### src/rtl/rf_front_pkg.sv
package rf_front_pkg;
  localparam int unsigned BYTE_W = 8;

  // register addresses (the count registers must stay consecutive)
  localparam logic [7:0] REG_CTRL    = 8'h01;
  localparam logic [7:0] REG_CNT_HI  = 8'h12;
  localparam logic [7:0] REG_CNT_MID = 8'h13;
  localparam logic [7:0] REG_CNT_LO  = 8'h14;
  localparam logic [7:0] REG_SELID   = 8'h15;
  localparam logic [7:0] REG_CSR     = 8'h17;
  localparam logic [7:0] REG_CMD     = 8'h18;
  localparam logic [7:0] REG_DATA    = 8'h19;

  localparam int unsigned CTRL_EOD_BIT  = 3;
  localparam logic [7:0]  CMD_CODE_MASK = 8'h7F;

  localparam logic [7:0] OP_RESET   = 8'h00;
  localparam logic [7:0] OP_SEL_ATN = 8'h06;
  localparam logic [7:0] OP_XFER    = 8'h20;

  localparam logic [7:0] CSR_RESET_DONE = 8'h01;
  localparam logic [7:0] CSR_SEL_TMO    = 8'h42;
  localparam logic [7:0] CSR_PHASE_CHG  = 8'h88;
  localparam logic [7:0] CSR_XFERRED    = 8'h18;
  localparam logic [7:0] PH_DATA_OUT    = 8'h00;
  localparam logic [7:0] PH_DATA_IN     = 8'h01;
  localparam logic [7:0] PH_COMMAND     = 8'h02;
endpackage

### src/rtl/rf_sel_ptr.sv
module rf_sel_ptr #(
  parameter int unsigned PTR_W = 5
) (
  input  logic             clk,
  input  logic             rst_n,
  input  logic             load,
  input  logic [7:0]       load_val,
  input  logic             step,
  output logic [PTR_W-1:0] ptr
);
  logic [PTR_W-1:0] ptr_d;

  always_comb begin
    ptr_d = ptr;
    if (load)      ptr_d = load_val[PTR_W-1:0];
    else if (step) ptr_d = ptr + PTR_W'(1);
  end

  always_ff @(posedge clk or negedge rst_n) begin
    if (!rst_n)             ptr <= '0;
    else if (load || step)  ptr <= ptr_d;
  end

  // a value write moves the pointer on by exactly one
  assert_ptr_step_R4: assert property (@(posedge clk) disable iff (!rst_n)
    (step && !load) |=> (ptr == $past(ptr) + PTR_W'(1)));
endmodule

### src/rtl/rf_bank.sv
module rf_bank #(
  parameter int unsigned NREGS = 32,
  parameter int unsigned PTR_W = $clog2(NREGS),
  parameter int unsigned ENG_ADDR = 23
) (
  input  logic                       clk,
  input  logic                       rst_n,
  input  logic                       host_we,
  input  logic [PTR_W-1:0]           host_sel,
  input  logic [7:0]                 host_wdata,
  input  logic                       eng_we,
  input  logic [7:0]                 eng_wdata,
  output logic [NREGS-1:0][7:0]      regs
);
  for (genvar g = 0; g < NREGS; g++) begin : g_reg
    logic       we_g;
    logic [7:0] d_g;
    always_comb begin
      we_g = 1'b0;
      d_g  = regs[g];
      if (host_we && host_sel == PTR_W'(g)) begin
        we_g = 1'b1;
        d_g  = host_wdata;
      end
      if (g == ENG_ADDR && eng_we) begin
        we_g = 1'b1;
        d_g  = eng_wdata;
      end
    end
    always_ff @(posedge clk or negedge rst_n) begin
      if (!rst_n)    regs[g] <= '0;
      else if (we_g) regs[g] <= d_g;
    end
  end
endmodule

### src/rtl/rf_cmd_engine.sv
module rf_cmd_engine
  import rf_front_pkg::*;
#(
  parameter int unsigned CNT_W = 24
) (
  input  logic       clk,
  input  logic       rst_n,
  input  logic       wr_ctrl,
  input  logic       wr_cmd,
  input  logic       wr_data,
  input  logic       rd_csr,
  input  logic [7:0] wdata,
  input  logic [7:0] cnt_hi,
  input  logic [7:0] cnt_mid,
  input  logic [7:0] cnt_lo,
  input  logic [7:0] selid,
  input  logic [7:0] tgt_present,
  input  logic       tgt_wants_out,
  output logic       csr_we,
  output logic [7:0] csr_val,
  output logic       irq,
  output logic       tgt_valid,
  output logic [7:0] tgt_byte,
  output logic       tgt_last,
  output logic       err
);
  logic             irq_d, act_q, act_d, err_d, tv_d, tl_d;
  logic [7:0]       tb_d;
  logic [CNT_W-1:0] pos_q, pos_d, cnt_q, cnt_d, pos_inc;

  assign pos_inc = pos_q + CNT_W'(1);

  always_comb begin
    irq_d = irq; act_d = act_q; pos_d = pos_q; cnt_d = cnt_q;
    err_d = 1'b0; tv_d = 1'b0; tl_d = 1'b0; tb_d = tgt_byte;
    csr_we = 1'b0; csr_val = '0;
    if (rd_csr) irq_d = 1'b0;
    if (wr_ctrl && wdata[CTRL_EOD_BIT]) irq_d = 1'b0;
    if (wr_cmd) begin
      case (wdata & CMD_CODE_MASK)
        OP_RESET: begin
          irq_d = 1'b1; act_d = 1'b0;
          csr_we = 1'b1; csr_val = CSR_RESET_DONE;
        end
        OP_SEL_ATN: begin
          irq_d = 1'b1; csr_we = 1'b1;
          csr_val = tgt_present[selid[2:0]] ? (CSR_PHASE_CHG | PH_COMMAND) : CSR_SEL_TMO;
        end
        OP_XFER: begin
          cnt_d = CNT_W'({cnt_hi, cnt_mid, cnt_lo});
          pos_d = '0;
          irq_d = 1'b0;
          act_d = |{cnt_hi, cnt_mid, cnt_lo};
        end
        default: ;
      endcase
    end
    if (wr_data) begin
      if (act_q) begin
        tv_d = 1'b1; tb_d = wdata; pos_d = pos_inc;
        if (pos_inc == cnt_q) begin
          act_d = 1'b0; tl_d = 1'b1; irq_d = 1'b1; csr_we = 1'b1;
          csr_val = CSR_XFERRED | (tgt_wants_out ? PH_DATA_OUT : PH_DATA_IN);
        end
      end else begin
        err_d = 1'b1;
      end
    end
  end

  always_ff @(posedge clk or negedge rst_n) begin
    if (!rst_n) begin
      irq <= 1'b0; act_q <= 1'b0; pos_q <= '0; cnt_q <= '0;
      err <= 1'b0; tgt_valid <= 1'b0; tgt_last <= 1'b0; tgt_byte <= '0;
    end else begin
      irq <= irq_d; act_q <= act_d; pos_q <= pos_d; cnt_q <= cnt_d;
      err <= err_d; tgt_valid <= tv_d; tgt_last <= tl_d;
      if (tv_d) tgt_byte <= tb_d;
    end
  end

  // a reset command always leaves an interrupt pending
  assert_reset_irq_R7: assert property (@(posedge clk) disable iff (!rst_n)
    (wr_cmd && ((wdata & CMD_CODE_MASK) == OP_RESET)) |=> irq);
  // a stray data write flags an error and forwards nothing
  assert_stray_data_R11: assert property (@(posedge clk) disable iff (!rst_n)
    (wr_data && !act_q) |=> (err && !tgt_valid && $stable(irq)));
  // the completing byte is also a forwarded byte
  assert_last_valid_R10: assert property (@(posedge clk) disable iff (!rst_n)
    tgt_last |-> tgt_valid);
  // a transfer command leaves no interrupt pending
  assert_xfer_clear_R9: assert property (@(posedge clk) disable iff (!rst_n)
    (wr_cmd && ((wdata & CMD_CODE_MASK) == OP_XFER)) |=> !irq);
endmodule

### src/rtl/rf_front_top.sv
module rf_front_top
  import rf_front_pkg::*;
#(
  parameter int unsigned NREGS = 32,
  parameter int unsigned CNT_W = 24
) (
  input  logic       clk,
  input  logic       rst_n,
  input  logic       bus_en,
  input  logic       bus_we,
  input  logic [2:0] bus_off,
  input  logic [7:0] bus_wdata,
  output logic [7:0] bus_rdata,
  output logic       irq,
  input  logic [7:0] tgt_present,
  input  logic       tgt_wants_out,
  output logic       tgt_valid,
  output logic [7:0] tgt_byte,
  output logic       tgt_last,
  output logic       err
);
  localparam int unsigned PTR_W = $clog2(NREGS);
  localparam logic [PTR_W-1:0] SEL_CTRL = PTR_W'(REG_CTRL);
  localparam logic [PTR_W-1:0] SEL_CSR  = PTR_W'(REG_CSR);
  localparam logic [PTR_W-1:0] SEL_CMD  = PTR_W'(REG_CMD);
  localparam logic [PTR_W-1:0] SEL_DATA = PTR_W'(REG_DATA);

  logic                  hit, port_idx;
  logic                  addr_wr, addr_rd, val_wr, val_rd;
  logic [PTR_W-1:0]      ptr;
  logic [NREGS-1:0][7:0] regs;
  logic                  csr_we;
  logic [7:0]            csr_val;

  // offset 3 -> port 0, offset 7 -> port 1: (off - 3) / 4
  assign hit      = bus_en && (bus_off[1:0] == 2'b11);
  assign port_idx = bus_off[2];
  assign addr_wr  = hit && !port_idx && bus_we;
  assign addr_rd  = hit && !port_idx && !bus_we;
  assign val_wr   = hit && port_idx && bus_we;
  assign val_rd   = hit && port_idx && !bus_we;

  always_comb begin
    bus_rdata = '0;
    if (addr_rd)     bus_rdata = {irq, 6'b0, 1'b1};
    else if (val_rd) bus_rdata = regs[ptr];
  end

  rf_sel_ptr #(.PTR_W(PTR_W)) u_ptr (
    .clk(clk), .rst_n(rst_n), .load(addr_wr), .load_val(bus_wdata),
    .step(val_wr), .ptr(ptr)
  );

  rf_bank #(.NREGS(NREGS), .PTR_W(PTR_W), .ENG_ADDR(int'(REG_CSR) % NREGS)) u_bank (
    .clk(clk), .rst_n(rst_n), .host_we(val_wr), .host_sel(ptr),
    .host_wdata(bus_wdata), .eng_we(csr_we), .eng_wdata(csr_val), .regs(regs)
  );

  rf_cmd_engine #(.CNT_W(CNT_W)) u_eng (
    .clk(clk), .rst_n(rst_n),
    .wr_ctrl(val_wr && ptr == SEL_CTRL),
    .wr_cmd (val_wr && ptr == SEL_CMD),
    .wr_data(val_wr && ptr == SEL_DATA),
    .rd_csr (val_rd && ptr == SEL_CSR),
    .wdata(bus_wdata),
    .cnt_hi(regs[PTR_W'(REG_CNT_HI)]), .cnt_mid(regs[PTR_W'(REG_CNT_MID)]),
    .cnt_lo(regs[PTR_W'(REG_CNT_LO)]), .selid(regs[PTR_W'(REG_SELID)]),
    .tgt_present(tgt_present), .tgt_wants_out(tgt_wants_out),
    .csr_we(csr_we), .csr_val(csr_val), .irq(irq),
    .tgt_valid(tgt_valid), .tgt_byte(tgt_byte), .tgt_last(tgt_last), .err(err)
  );

  // reading the CSR through the value port drops the interrupt
  assert_csr_read_clears_R5: assert property (@(posedge clk) disable iff (!rst_n)
    (val_rd && ptr == SEL_CSR) |=> !irq);
  // a value read leaves the pointer where it was
  assert_read_keeps_ptr_R4: assert property (@(posedge clk) disable iff (!rst_n)
    (val_rd) |=> $stable(ptr));
  // an access at a stray offset changes neither pointer nor interrupt
  assert_stray_offset_R1: assert property (@(posedge clk) disable iff (!rst_n)
    (bus_en && bus_off[1:0] != 2'b11) |=> ($stable(ptr) && $stable(irq)));
endmodule

### config.mk
export PLATFORM = sky130hd
export DESIGN_NAME = rf_front_top
export DESIGN_NICKNAME = d
export VERILOG_FILES = /design/src/rtl/rf_front_pkg.sv /design/src/rtl/rf_sel_ptr.sv /design/src/rtl/rf_bank.sv /design/src/rtl/rf_cmd_engine.sv /design/src/rtl/rf_front_top.sv
export SDC_FILE = /design/constraint.sdc
export NUM_CORES = 1
export LEC_CHECK = 0
export ABC_AREA = 1
export BUFFER_PORTS_ARGS = -buffer_cell sky130_fd_sc_hd__clkbuf_2
export CAP_MARGIN = 20
export CORE_AREA = 4 4 198 219
export DETAILED_ROUTE_END_ITERATION = 10
export DIE_AREA = 0 0 202 223
export HOLD_SLACK_MARGIN = 0.12
export SLEW_MARGIN = 20
export SYNTH_ARGS = -nofsm -noshare
export SYNTH_HDL_FRONTEND = slang
export SYNTH_HIERARCHICAL = 1
export SYNTH_SLANG_ARGS = --single-unit
### constraint.sdc
create_clock -name clk -period 3.3 [get_ports clk]
set_clock_uncertainty 0.2 [all_clocks]
set_input_delay 0 -clock clk [delete_from_list [all_inputs] [get_ports clk]]
set_output_delay 0 -clock clk [all_outputs]
set_load 0.02 [all_outputs]
Yosys cells after proc, flatten, opt, wreduce, memory -nomap -nowiden
Index checks and enable logic that the tools add are counted.

$add $sub $neg: 2. Order comparisons: 2. Equality and inequality tests: 35. Mux-type cells: 78. Reductions and logical operators: 85.

Operator list (count): $mux 24 (4); $eq 5x5->1 const B (16); $mux 8 (10); $reduce_and 2->1 (34); $mux 1 (57); $logic_and 1x1->1 (41); $bmux 8 s5 (1); $eq 5x4->1 const B (8); $add 24x1->24 const B (1); $eq 24x24->1 (1); $reduce_or 24->1 (1); $eq 5x3->1 const B (4); $pmux 8 s2 (1); $eq 5x2->1 const B (2); $mux 5 (2); $logic_not 8->1 (1); $eq 7x3->1 const B (1); $eq 7x6->1 const B (1); $lt 5x6->1 const B (1); $add 5x1->5 const B (1); $eq 5x1->1 const B (1); $logic_not 5->1 (1); $lt 3x4->1 const B (1); $pmux 1 s2 (2); 7 further kinds (9).

Flip-flop bits (word level): 322. Input bits: 24. Output and inout port bits: 20. Logic and storage cells: 243.

Longest topological paths before layout
Gate-level depths: netlist of run 1.

Depth after elaboration: 12. Gate-level depth with buffers: 23. Mapped depth without buffers: 23.

Cells and area by module
Netlist of run 1, hierarchy kept.

Modules (own cells, without submodules): rf_bank (times used 1, cells an instance 927, area an instance 9531.6 um^2, sequential area each 6406.1 um^2); rf_cmd_engine (times used 1, cells an instance 541, area an instance 3699.8 um^2, sequential area each 1526.5 um^2); rf_front_top (times used 1, cells an instance 653, area an instance 2756.4 um^2, sequential area each 0.0 um^2); rf_sel_ptr (times used 1, cells an instance 35, area an instance 280.3 um^2, sequential area each 125.1 um^2).

Least setup slack after synthesis of run 1
Ideal clock, no wire load.

Path type: register to register. Start point: register u_ptr.ptr[3]. End point: register u_bank/regs[184] (netlist bit). Library setup time: 0.118 ns. Data arrival time: 3.276 ns. Data required time: 2.982 ns. Path slack: -0.294 ns. Stages on the path, launching flop included: 23. Path buffers: 3. Period minus slack after synthesis: 3.594 ns. Cell sequence: dfrtp_1 > inv_1 > nor2_1 > buf_2 > nand3_1 > nor3_1 > nand2_1 > clkinv_1 > nand3_1 > nor2_1 > nand3_1 > nor2_1 > nand3_1 > nor2_1 > nand2_1 > nor2_2 > nand2_2 > nand2_1 > clkbuf_1 > clkbuf_1 > o21ai_0 > nand2_1 > nand2_1.

Cells in the longest elaborated chain, start to end: 8. Elaborated cells on any way between the ends: 19. Classes of those cells: 3 x eq/ne; 11 x mux; 5 x reduce/logical.

RTL lines: start: declaration (line rf_sel_ptr.sv:9) `output logic [PTR_W-1:0] ptr`; start signal: assignment (line rf_sel_ptr.sv:21) `else if (load || step) ptr <= ptr_d;`; $eq 5x5->1 (line rf_front_top.sv:62) `.wr_cmd (val_wr && ptr == SEL_CMD),`; $logic_and 1x1->1 (line rf_front_top.sv:62); $mux 1 (line rf_cmd_engine.sv:39) `if (wr_cmd) begin`; $mux 1 (line rf_cmd_engine.sv:61) `if (pos_inc == cnt_q) begin`; $mux 1 (line rf_cmd_engine.sv:59) `if (act_q) begin`; $mux 1 * (line rf_cmd_engine.sv:58) `if (wr_data) begin`; net csr_we (line rf_front_top.sv:32) `logic csr_we;`; $reduce_bool 2->1 (no line) / $mux 1 (equally long branches); $reduce_and 2->1 (no line); end signal: indexed assignment (line rf_bank.sv:32) `else if (we_g) regs[g] <= d_g;`; end: declaration (line rf_bank.sv:13) `output logic [NREGS-1:0][7:0] regs`.

Mark *: on every way through the listed nets, which the timed path passes. The rest lies on a longest branch. A chain may end at the register's enable or synchronous reset.

Final worst setup path of run 1
Start point: register u_ptr.ptr[0]. End point: output bus_rdata[4].

Cells in the longest elaborated chain, start to end: 4.

RTL lines: $bmux 8 s5 (line rf_front_top.sv:46) `else if (val_rd) bus_rdata = regs[ptr];`; $mux 8 (implied by the code) (line rf_front_top.sv:46); $mux 8 (line rf_front_top.sv:46); $mux 8 (line rf_front_top.sv:45) `if (addr_rd) bus_rdata = {irq, 6'b0, 1'b1};`; end: declaration (line rf_front_top.sv:13) `output logic [7:0] bus_rdata,`.

Every way passes these cells. The select of a mux whose other input is x is not followed.

==> results.ini, run 1 <==
[synth]
syn_avg_cell_area_um2 = 7.55
synth-edff-count = 0
syn_area_um2 = 16300
synth_cells = 2156
yosysMostFrequentCell = nand2_1
synth_warnings = 6
synth_area_leader_cell = dfrtp_1
synth-main-ff-cell = dfrtp_1
synthTopCellsByCount = 804 x nand2_1, 322 x dfrtp_1, 268 x o21ai_0, 159 x nand3_1, 150 x inv_1
netlist.area_leader.share = 0.495
synth_seq_cells = 322
ys_types = 39
synth_area_leaders = dfrtp_1 50%, nand2_1 19%, o21ai_0 8.2%, nand3_1 4.9%, inv_1 3.5%
async_flop_share = 1.00
ys_seq_area_frac = 0.495

[clock_tree]
clock_latency_ns = 0.54
cts.sinks = 322
cts_buffer_depth = 3
tritoncts = yes
clk_pin_slew_ns = 0.06
cts_made_buffers = 36
post-cts-setup-buffers = 0
cts_root_buf = clkbuf_16
htreeDepth = 2

[final_layout]
final_core_util = 0.450
nNetsFinal = 2214
drive_gt1_frac = 0.102
syn_to_final_growth_pct = 13.7
antenna_cells = 0

[global_route]
antenna_found_initial = 0
grt_pass1_vias = 13571
grt_first_pass_wirelength_um = 75400
overflow = 0
grt_max_degree = 104
grtUsageTotal = 0.206

[floorplanning]
dieWidth_um = 202
initial_core_util = 0.396
rows = 78
core_um2 = 41100
dieHeight_um = 223
dieArea_um2 = 45000
boundaryPins = 44

[power_and_ir_drop]
p_clk_frac = 0.388
p_comb_frac = 0.216
p_leak_uw = 0.00893
switching_share = 0.321
p_int_uw = 7400
p_sw_uw = 3500
seq_power_share = 0.397
p_per_area_nw_per_um2 = 589
peakVddDrop_v = 0.000383
total_power_uw = 10900

[sta]
hold_viol_final = 0
setup-violations-final = 0
fin_crit_ns = 3.12
relSlewSlack = 0.411
tightest_slew_ns = 0.882
rsz0062_at_grt = true
worst_hold_slack_ns = 0.168
slew_viol_final = 0
max_freq_mhz = 320
fin_crit_sh = 0.946

[drt]
ant_nets = 0
avgViaCountPerCell = 5.15
dr.first_iter.drc_count = 1038
drcViolationCount = 0
dr.pass1.iters = 5
wl_per_cell_um = 16.9
dr_total_vias = 14303
routed_wl_um = 47000

[setup_path]
start_kind = flop
crit_type = flop to output pin
cp-end-kind = output pin
required_ns = 3.10
cp_max_fo = 75
critPathArrivalTime_ns = 2.92

[place]
dpl.hpwl_um = 30400
gp_congestion = 0.861
portBuffers = 43

[hold_path]
hp-class = primary input to flop

[run_status]
status = complete, no violations

[job]
maxCapViolCount = 0

power by group through the flow:
stage / logic (uW) / clock network, uW / registers, uW
finish: 2350 / 4220 / 4320
global route: 2590 / 4460 / 4350
CTS: 2340 / 4310 / 4320
detailed placement: 2300 / 0 / 4390
global placement: 2280 / 0 / 4390
floorplan: 1480 / 0 / 4380
worst max-delay path, stage by stage, from the launching register on:
cell,delay [ns]
dfrtp_2,0.43
inv_4,0.08
buf_6,0.51
nor2_4,0.20
buf_12,0.23
nand2_1,0.07
nand3_1,0.14
nand2_1,0.09
nand3_1,0.09
nor2_1,0.26
nor2_1,0.10
clkbuf_2,0.17
sequential cells by signal (all words and copies together) (netlist names):
register and cells:
u_bank/regs 256, u_eng/cnt_q 24, u_eng/pos_q 24, u_eng/tgt_byte 8
u_ptr/ptr 5, u_eng/act_q 1, u_eng/err 1, u_eng/irq 1
u_eng/tgt_last 1, u_eng/tgt_valid 1
per-layer routing:
| layer | vias to the layer above | global-route usage | part of all wire |
|---|---|---|---|
| met4 | 0 | 0.0587 | 0.025 |
| li1 | 6957 | - | - |
| met1 | 6846 | 0.295 | 0.47 |
| met3 | 76 | 0.0307 | 0.058 |
| met5 | - | 0 | 0 |
| met2 | 424 | 0.326 | 0.45 |
per-stage QoR:
step	area (um^2)	setup TNS, ns	setup slack, ns	instances
6_report	18500	0	0.177	2775
5_1_grt	18500	-0.00320	-0.00320	2775
4_1_cts	18500	0	0.0831	2775
3_5_place_dp	17000	0	0.312	2683
3_3_place_gp	17000	0	0.393	2683
2_1_floorplan	16300	0	0.0647	2157
repair_timing:
item | CTS | global route
hold buffers | 27 | 0
endpoints found under the hold margin | 572 | 0
endpoints found under the setup margin | 5 | 9
pin swaps | 0 | 0
gates resized for setup | 2 | 2
path summary, 6_finish.rpt:
kind / startpoint / endpoint / slack [ns] / depth (start not counted)
max: u_ptr/ptr[0] / bus_rdata[4] / 0.18 / 11
min: tgt_present[3] / u_bank/regs[190] / 0.17 / 10
max reg2reg: u_eng/pos_q[0] / u_bank/regs[191] / 0.39 / 19
min reg2reg: u_eng/act_q / u_eng/err / 0.25 / 1
max in group asynchronous: rst_n / u_bank/regs[184] / 1.55 / 4
min in group asynchronous: rst_n / u_eng/pos_q[21] / 0.48 / 3
placed cells by master (no fill, tap or decap), types with 34 or more instances in the layout:
master and instances:
dfrtp_1 319, inv_1 150, nand2_1 803, o21ai_1 59
clkbuf_2 42, nand2_2 34, nand3_1 159, clkbuf_16 37
o21ai_0 268, nor2_1 114
cell families after synthesis:
kind of cell    share of synthesized area
buf+inv                            0.0741
flops                               0.495
compound gates                      0.120
fa+ha+maj                         0.00154
xor+xnor                          0.00408
simple gates                        0.305
other cells                      0.000231
final cells by class:
| cell class | instances | area [um^2] |
|---|---|---|
| timing repair buffer | 106 | 877 |
| tap | 560 | 701 |
| fill | 4109 | 22600 |
| clock inverter | 16 | 200 |
| sequential | 322 | 8060 |
| inverter | 159 | 601 |
| clock buffer | 49 | 1040 |
| multi-input combinational | 1563 | 7020 |
Power figures use the tool's default switching activity.
==> run 2: changes to the inputs <==
--- a/config.mk
+++ b/config.mk
@@ -8,10 +8,12 @@
 export ABC_AREA = 1
 export BUFFER_PORTS_ARGS = -buffer_cell sky130_fd_sc_hd__clkbuf_2
 export CAP_MARGIN = 20
-export CORE_AREA = 4 4 198 219
+export CORE_AREA = 4 4 167 185
 export DETAILED_ROUTE_END_ITERATION = 10
-export DIE_AREA = 0 0 202 223
+export DIE_AREA = 0 0 171 189
 export HOLD_SLACK_MARGIN = 0.12
+export PLACE_DENSITY = 0.76
+export REMOVE_ABC_BUFFERS = 1
 export SLEW_MARGIN = 20
 export SYNTH_ARGS = -nofsm -noshare
 export SYNTH_HDL_FRONTEND = slang
==> run 2 against run 1 <==
Worst hold slack worse by 0.024 ns. Worst setup slack got worse by 0.026 ns. Die area decreased by 28%. Via count rose by 2.1%. Global-route usage is 7.6 points higher. First-iteration DRC count rose by 35%. Fmax shrank 0.82%. Non-clock buffer count decreased by 6. Cell area down 2.3%. Critical path type unchanged.
==> results.ini, run 2 (same netlist as run 1, synthesis figures left out) <==
[clock_tree]
post-cts-setup-buffers = 0
tritoncts = yes
cts_root_buf = clkbuf_16
cts_made_buffers = 36
clock_latency_ns = 0.52
cts_buffer_depth = 3
clk_pin_slew_ns = 0.06
cts.sinks = 322
htreeDepth = 2

[place]
pre_cts_ws_ns = 0.113
portBuffers = 43
dpl.hpwl_um = 29500
gp_congestion = 0.940

[power_and_ir_drop]
total_power_uw = 10500
p_int_uw = 7140
p_leak_uw = 0.00884
switching_share = 0.320
p_per_area_nw_per_um2 = 581
peakVddDrop_v = 0.000417
seq_power_share = 0.412
p_clk_frac = 0.374
p_sw_uw = 3360
p_comb_frac = 0.214

[final_layout]
regArea_um2 = 8060
antenna_cells = 0
largest_reg_flops = 256
top_register = u_bank/regs
most-common-layout-cells = 803 x nand2_1, 320 x dfrtp_1, 268 x o21ai_0
syn_to_final_growth_pct = 11.1
largestRegisters = u_bank/regs (256), u_eng/cnt_q (24), u_eng/pos_q (24)
final_common_cell = nand2_1
nNetsFinal = 2208
final_core_util = 0.618
drive_gt1_frac = 0.0992
fill_cells = 2635
multi_input_area_um2 = 7010

[global_route]
grt_max_degree = 103
grtUsageTotal = 0.282
grt_pass1_vias = 14182
overflow = 0
grt_first_pass_wirelength_um = 73600
antenna_found_initial = 0

[run_status]
status = complete, no violations

[setup_path]
crit_chain = inv_4 -> buf_6 -> nor2_4 -> buf_4 -> nand2_1 -> nand3_1 -> nand2_1 -> nand3_1 -> nor2_1 -> nor2_1 -> clkbuf_2
cp-end-kind = output pin
critPathArrivalTime_ns = 2.95
crit_type = flop to output pin
cp_max_fo = 77
start_kind = flop
cp_slowest_cell = buf_6
required_ns = 3.10
slowest_delay_ns = 0.50

[drt]
dr_total_vias = 14610
avgViaCountPerCell = 5.66
drcViolationCount = 0
routed_wl_um = 45300
dr.first_iter.drc_count = 1403
dr.pass1.iters = 8
ant_nets = 0
wl_per_cell_um = 17.6

[floorplanning]
dieArea_um2 = 32300
initial_core_util = 0.556
dieHeight_um = 189
rows = 66
core_um2 = 29200
dieWidth_um = 171
boundaryPins = 44

[sta]
setup_ws_ns = 0.151
tightest_slew_ns = 1.12
relSlewSlack = 0.249
hold_viol_final = 0
fin_crit_ns = 3.15
rsz0062_at_grt = false
max_freq_mhz = 318
setup-violations-final = 0
slew_viol_final = 0
fin_crit_sh = 0.954

[hold_path]
hp-class = primary input to flop

[job]
maxCapViolCount = 0

-- run 2: routing by layer --
layer  track usage  routed length (um)
met5             0                   0
met4         0.116                1910
met3        0.0368                3070
met2         0.453               21100
met1         0.389               19200
-- run 2: metrics by stage --
step / cell area [um^2] / hold slack (ns) / std cells / TNS (ns)
finish: 18100 / 0.144 / 2582 / 0
global route: 18100 / 0.160 / 2582 / 0
CTS: 18100 / 0.129 / 2582 / 0
detailed placement: 16700 / -0.0776 / 2496 / 0
global placement: 16700 / -0.0812 / 2496 / 0
floorplan: 15700 / -0.496 / 2044 / -44.38
-- run 2: power groups by stage --
stage               clock network (uW)  registers (uW)  logic [uW]
floorplan                            0            4480        1240
global placement                     0            4380        2150
detailed placement                   0            4390        2180
CTS                               4000            4320        2220
global route                      4160            4350        2480
finish                            3930            4320        2250
-- run 2: final cells by class --
cell class                      count  area share
Sequential cell                   322       0.446
Inverter                          159      0.0334
Multi-Input combinational cell   1563       0.388
Clock buffer                       54      0.0591
Tap cell                          374      0.0259
Timing Repair Buffer              100      0.0424
Clock inverter                     10     0.00547
-- run 2: timing repair --
item / 4_1_cts / 5_1_grt
setup endpoints to repair: 0 / 16
resized for setup: 0 / 4
hold buffers: 22 / 0
hold endpoints to repair: 476 / 0
-- run 2: path summary, 6_finish.rpt --
path                       cells past startpoint  slack, ns       startpoint           endpoint
max in group asynchronous                      4       1.48            rst_n   u_bank/regs[149]
setup / recovery                              11       0.15     u_ptr/ptr[0]       bus_rdata[1]
hold reg to reg                                2       0.28  u_bank/regs[16]    u_bank/regs[16]
hold / removal                                 4       0.14     bus_wdata[4]  u_eng/tgt_byte[4]
setup reg to reg                              19       0.28   u_eng/pos_q[0]   u_bank/regs[184]
min in group asynchronous                      3       0.47            rst_n    u_eng/pos_q[18]
-- run 2: worst max-delay path, delay by kind of cell (launching register included) --
kind	cells	cell delay, ns
buffers and inverters	4	1.02
flip-flops	1	0.45
AND/OR/NAND/NOR	7	0.86
